<file path="config.mk">
export PLATFORM = sky130hd
export DESIGN_NAME = cmpflag_unit
export DESIGN_NICKNAME = d
export VERILOG_FILES = /design/src/rtl/cmpflag_pkg.sv /design/src/rtl/cmpflag_opsel.sv /design/src/rtl/cmpflag_slice.sv /design/src/rtl/cmpflag_unit.sv
export SDC_FILE = /design/constraint.sdc
export NUM_CORES = 1
export LEC_CHECK = 0
export BUFFER_PORTS_ARGS = -buffer_cell sky130_fd_sc_hd__buf_2
export CORE_MARGIN = 3
export CORE_UTILIZATION = 47
export CTS_CLUSTER_SIZE = 16
export DETAILED_ROUTE_END_ITERATION = 16
export PLACE_DENSITY = 0.79
export SETUP_SLACK_MARGIN = 0.02
export SLEW_MARGIN = 30
export SYNTH_ARGS = -nofsm -noshare
export SYNTH_HDL_FRONTEND = slang
export SYNTH_SLANG_ARGS = --single-unit
</file>
<file path="constraint.sdc">
create_clock -name clk -period 4.4 [get_ports clk]
set_input_delay 0.22 -clock clk [delete_from_list [all_inputs] [get_ports clk]]
set_output_delay 0.22 -clock clk [all_outputs]
set_load 0.1 [all_outputs]
</file>
<file path="src/rtl/cmpflag_pkg.sv">
// Shared types for the dual-width compare flag unit.
package cmpflag_pkg;
    typedef enum logic [1:0] {
        SRC_DREG  = 2'd0,
        SRC_AREG  = 2'd1,
        SRC_IMM16 = 2'd2,
        SRC_IMM24 = 2'd3
    } src_sel_e;

    typedef struct packed {
        logic z;
        logic n;
        logic c;
        logic v;
    } flagset_t;
endpackage

</file>
<file path="src/rtl/cmpflag_opsel.sv">
// Source operand former.
// Picks a register value or builds an immediate from the instruction fields.
// Assumes REG_W > IMM_W. The extension byte fills the remaining low bits.
module cmpflag_opsel
    import cmpflag_pkg::*;
#(
    parameter int REG_W = 24,
    parameter int IMM_W = 16
) (
    input  src_sel_e           sel,
    input  logic               dst_is_addr,
    input  logic [REG_W-1:0]   dreg_val,
    input  logic [REG_W-1:0]   areg_val,
    input  logic [IMM_W-1:0]   imm_field,
    input  logic [REG_W-IMM_W-1:0] imm_ext,
    output logic [REG_W-1:0]   src
);
    localparam int EXT_W = REG_W - IMM_W;

    // Operand mux: address targets zero-extend imm16, data targets sign-extend it.
    always_comb begin
        unique case (sel)
            SRC_DREG:  src = dreg_val;
            SRC_AREG:  src = areg_val;
            SRC_IMM16: src = dst_is_addr ? {{EXT_W{1'b0}}, imm_field}
                                         : {{EXT_W{imm_field[IMM_W-1]}}, imm_field};
            default:   src = {imm_field, imm_ext};
        endcase
    end
endmodule

</file>
<file path="src/rtl/cmpflag_slice.sv">
// Flag evaluator for one width.
// Computes Z, N, C (unsigned borrow) and V for dst minus src over W bits.
// Assumes both operands have already been truncated to W bits.
module cmpflag_slice
    import cmpflag_pkg::*;
#(
    parameter int W = 16
) (
    input  logic [W-1:0] dst,
    input  logic [W-1:0] src,
    output flagset_t     fl
);
    logic [W-1:0] diff;

    // Difference and the four condition bits derived from it.
    always_comb begin
        diff = dst - src;
        fl.z = (diff == '0);
        fl.n = diff[W-1];
        fl.c = (src > dst);
        fl.v = (dst[W-1] != src[W-1]) && (dst[W-1] != diff[W-1]);
    end
endmodule

</file>
<file path="src/rtl/cmpflag_unit.sv">
// Dual-width compare flag unit (top).
// One subtraction feeds a narrow and a wide flag evaluator. The eight flags
// are packed into a status-word image at parameter positions and registered
// together with a write-enable mask that follows the op_valid strobe.
// Assumes the eight positions are distinct and lie below PSW_W.
module cmpflag_unit
    import cmpflag_pkg::*;
#(
    parameter int REG_W    = 24,
    parameter int NARROW_W = 16,
    parameter int IMM_W    = 16,
    parameter int PSW_W    = 16,
    parameter int ZN_POS   = 0,
    parameter int NN_POS   = 1,
    parameter int CN_POS   = 2,
    parameter int VN_POS   = 3,
    parameter int ZW_POS   = 4,
    parameter int NW_POS   = 5,
    parameter int CW_POS   = 6,
    parameter int VW_POS   = 7
) (
    input  logic                   clk,
    input  logic                   rst_n,
    input  logic                   op_valid,
    input  logic [1:0]             src_sel,
    input  logic                   dst_is_addr,
    input  logic [REG_W-1:0]       dst_val,
    input  logic [REG_W-1:0]       dreg_val,
    input  logic [REG_W-1:0]       areg_val,
    input  logic [IMM_W-1:0]       imm_field,
    input  logic [REG_W-IMM_W-1:0] imm_ext,
    output logic [PSW_W-1:0]       flags_o,
    output logic [PSW_W-1:0]       flag_we_o
);
    localparam int NUM_SETS = 2;
    localparam logic [PSW_W-1:0] WE_MASK =
        (PSW_W'(1) << ZN_POS) | (PSW_W'(1) << NN_POS) |
        (PSW_W'(1) << CN_POS) | (PSW_W'(1) << VN_POS) |
        (PSW_W'(1) << ZW_POS) | (PSW_W'(1) << NW_POS) |
        (PSW_W'(1) << CW_POS) | (PSW_W'(1) << VW_POS);

    logic [REG_W-1:0] src;
    flagset_t         fs [NUM_SETS];
    logic [PSW_W-1:0] word;

    cmpflag_opsel #(.REG_W(REG_W), .IMM_W(IMM_W)) u_opsel (
        .sel         (src_sel_e'(src_sel)),
        .dst_is_addr (dst_is_addr),
        .dreg_val    (dreg_val),
        .areg_val    (areg_val),
        .imm_field   (imm_field),
        .imm_ext     (imm_ext),
        .src         (src)
    );

    // One evaluator per width: set 0 is narrow, set 1 is wide.
    for (genvar g = 0; g < NUM_SETS; g++) begin : g_set
        localparam int SW = (g == 0) ? NARROW_W : REG_W;
        cmpflag_slice #(.W(SW)) u_slice (
            .dst (dst_val[SW-1:0]),
            .src (src[SW-1:0]),
            .fl  (fs[g])
        );
    end

    // Pack both flag sets into the status-word image.
    always_comb begin
        word         = '0;
        word[ZN_POS] = fs[0].z;
        word[NN_POS] = fs[0].n;
        word[CN_POS] = fs[0].c;
        word[VN_POS] = fs[0].v;
        word[ZW_POS] = fs[1].z;
        word[NW_POS] = fs[1].n;
        word[CW_POS] = fs[1].c;
        word[VW_POS] = fs[1].v;
    end

    // Output register: capture flags on a valid compare, hold otherwise.
    always_ff @(posedge clk) begin
        if (!rst_n) begin
            flags_o   <= '0;
            flag_we_o <= '0;
        end else begin
            flag_we_o <= op_valid ? WE_MASK : '0;
            if (op_valid) flags_o <= word;
        end
    end

    AST_WE_ON_VALID: assert property (@(posedge clk) disable iff (!rst_n)
        op_valid |=> (flag_we_o == WE_MASK));
    AST_WE_IDLE: assert property (@(posedge clk) disable iff (!rst_n)
        !op_valid |=> (flag_we_o == '0));
    AST_FLAGS_HOLD: assert property (@(posedge clk) disable iff (!rst_n)
        !op_valid |=> $stable(flags_o));
    AST_NO_STRAY_BITS: assert property (@(posedge clk) disable iff (!rst_n)
        op_valid |=> ((flags_o & ~WE_MASK) == '0));
    AST_WIDE_ZERO_NARROW: assert property (@(posedge clk) disable iff (!rst_n)
        (op_valid && fs[1].z) |-> fs[0].z);
endmodule

</file>
==> results_dict.tcl <==
set metrics [dict create \
    p_clk_share_pct 12.4 \
    tritoncts "yes" \
    start_util_pct 50.1 \
    cts_sinks 9 \
    cp_max_fo 35 \
    ys_top_cells_by_area "mux4_2 14%, ha_1 11%, dfxtp_1 6.8%, buf_4 6.5%, o21ai_0 4.9%" \
    regArea_um2 180 \
    seq_power_share_pct 11.7 \
    fp-row-count 26 \
    hold_buffers 0 \
    synthToLayoutAreaGrowth_pct 20.5 \
    peakVddDrop_mv 0.138 \
    grt_start_max_net_pins 36 \
    antenna_found_initial 0 \
    finalCriticalPeriod_ps 3790 \
    hold_viol 0 \
    grt_pass1_vias 2664 \
    intPower_mw 0.363 \
    final_common_cell "buf_2" \
    dp_hpwl_um 6810 \
    power_switching_mw 0.434 \
    maxSlewViolCount 0 \
    dieArea_um2 6560 \
    clk_latency_ps 240 \
    crit_type "input pin to flop" \
    wl_per_cell_um 15.9 \
    yosysTopAreaCell "mux4_2" \
    die-height_um 81.0 \
    avgSynthCellArea_um2 7.88 \
    async_flop_share_pct 0 \
    via_per_inst 5.74 \
    core-area_um2 5270 \
    final_cell_mix "117 x buf_2, 29 x inv_1, 26 x o21ai_0, 24 x ha_1, 22 x a21oi_1" \
    p_sw_share_pct 54.4 \
    grt_pass1_wl_um 12600 \
    synth_cell_types 63 \
    worst_setup_path_start_kind "input pin" \
    io_buffers 117 \
    grt_overflow 0 \
    finClkSkew_ps 0 \
    hold_slack_ps 327 \
    endpoint_kind "flop" \
    drt-total-wl_um 7960 \
    postCtsSetupRepairBufs 0 \
    cts_root_buf "clkbuf_8" \
    synth.top_cell.area_share_pct 13.6 \
    hold_class "input pin to flop" \
    io_pins 134 \
    cts_resized 0 \
    cts-buffers-inserted 3 \
    netlist_area_um2 2640 \
    finalCoreUtilization_pct 60.4 \
    achievable-frequency_mhz 264 \
    run_status "finished clean" \
    finalSetupTns_ps 0 \
    fillCellCount 477 \
    critPathArrivalTime_ps 3960 \
    cts_buffer_depth 2 \
    clk_pin_slew_ps 50 \
    rsz0062_at_grt "no" \
    postRouteAntennaNets 0 \
    crit_required_ps 4570 \
    htreeDepth 1 \
    tightestPinTransition_ps 736 \
    synth.yosys.warnings 0 \
    n_antenna_cell 0 \
    p_leak_nw 1.51 \
    power_frac_comb_pct 75.9 \
    yosysSeqAreaShare_pct 6.82 \
    fin_nets 559 \
    drv_cap 0 \
    drt_iter0_markers 179 \
    slew_headroom_pct 50.9 \
    drive_gt1_share_pct 36.2 \
    power_density_nw_per_um2 250 \
    multi_input_area_um2 2150 \
    gp_congestion 0.921 \
    dieWidth_um 81.0 \
    drc 0 \
    vias 2876 \
    synthCells 335 \
    ys_ff_latch 9 \
    synth-edff-count 0 \
    grt_usage_pct 23.9 \
    setup_viol 0 \
    ys.flop_type "dfxtp_1" \
    finalCritPeriodShare_pct 86.2 \
    firstDrtPassIters 7 \
    place_ws_ps 380 \
    finalWorstSetupSlack_ps 608 \
]
[cells in the mapped netlist, types with 4 or more instances]
cell / number
nand2b_1: 4
inv_1: 29
buf_4: 23
nand3b_1: 5
nand3_1: 11
a21oi_1: 22
xnor2_1: 6
nand4_1: 5
nor3_1: 5
nor2b_1: 13
mux4_2: 16
ha_1: 24
o22a_1: 7
mux2i_1: 5
buf_2: 6
a211oi_1: 4
nor2_1: 17
nand2_1: 15
dfxtp_1: 9
o211ai_1: 4
o21ai_0: 26
xor2_1: 6
clkbuf_1: 13
a21o_1: 4
[state kept, by name, indices dropped and copies added (netlist names)]
signal / flops
flag_we_o: 1
flags_o: 8
[layout make-up]
cell class                 count  area share, %
multi-input combinational    269           67.6
sequential                     9           5.66
inverter                      29           3.42
tap                           70           2.75
timing repair buffer         120           19.1
clock buffer                   4           1.42
[per-layer routing]
| layer | up-vias | track usage (%) | share of wire [%] |
|---|---|---|---|
| met3 | 6 | 1.55 | 6.2 |
| met5 | - | 0 | 0 |
| met1 | 1335 | 32.6 | 43 |
| met4 | 0 | 3.21 | 0.58 |
| li1 | 1403 | - | - |
| met2 | 132 | 42.4 | 51 |
[path summary, 6_finish.rpt]
kind | slack [ps] | depth (start not counted) | end | start
setup / recovery | 610 | 14 | flags_o[4]$_SDFFE_PN0P_ | src_sel[0]
hold / removal | 330 | 2 | flags_o[0]$_SDFFE_PN0P_ | rst_n
setup reg to reg | 3690 | 2 | flags_o[6]$_SDFFE_PN0P_ | flags_o[6]$_SDFFE_PN0P_
hold reg to reg | 480 | 2 | flags_o[7]$_SDFFE_PN0P_ | flags_o[7]$_SDFFE_PN0P_
[worst max-delay path, cell delays in order]
cell and delay (ps):
buf_2 570, mux4_2 590, ha_1 200, inv_1 70, fa_1 260, a21oi_4 90, o2111ai_2 300, o2bb2ai_2 180
a41oi_2 190, o21ai_1 280, xor2_1 100, a2111o_1 380, or4_1 420, o22ai_2 100
[stage by stage]
stage | instance area (um2) | power (mW) | std cells
2_1_floorplan | 2700 | 0.577 | 350
6_report | 3180 | 0.797 | 501
4_1_cts | 3180 | 0.790 | 501
5_1_grt | 3180 | 0.853 | 501
3_5_place_dp | 3140 | 0.690 | 497
3_3_place_gp | 3140 | 0.679 | 497
[power by group through the flow]
stage	Sequential [mW]	Combinational [mW]	Clock, mW
global placement	0.0939	0.585	0
finish	0.0931	0.605	0.0989
CTS	0.0932	0.598	0.0988
global route	0.0937	0.654	0.106
floorplan	0.147	0.431	0
detailed placement	0.0946	0.595	0
[cell families (layout without fill, tap and decap cells)]
group / Yosys count / in the layout / share of synthesized area, %
other: 1 / 16 / 0.142
AO/OA/AOI/OAI: 103 / 103 / 27.8
XOR/XNOR: 12 / 12 / 3.98
buffers and inverters: 72 / 153 / 13.8
adder cells (fa/ha/maj): 25 / 25 / 12.1
flip-flops: 9 / 9 / 6.82
AND/OR/NAND/NOR: 90 / 90 / 18.9
multiplexers: 23 / 23 / 16.4
Note: power is estimated with default switching activity, not from simulation.
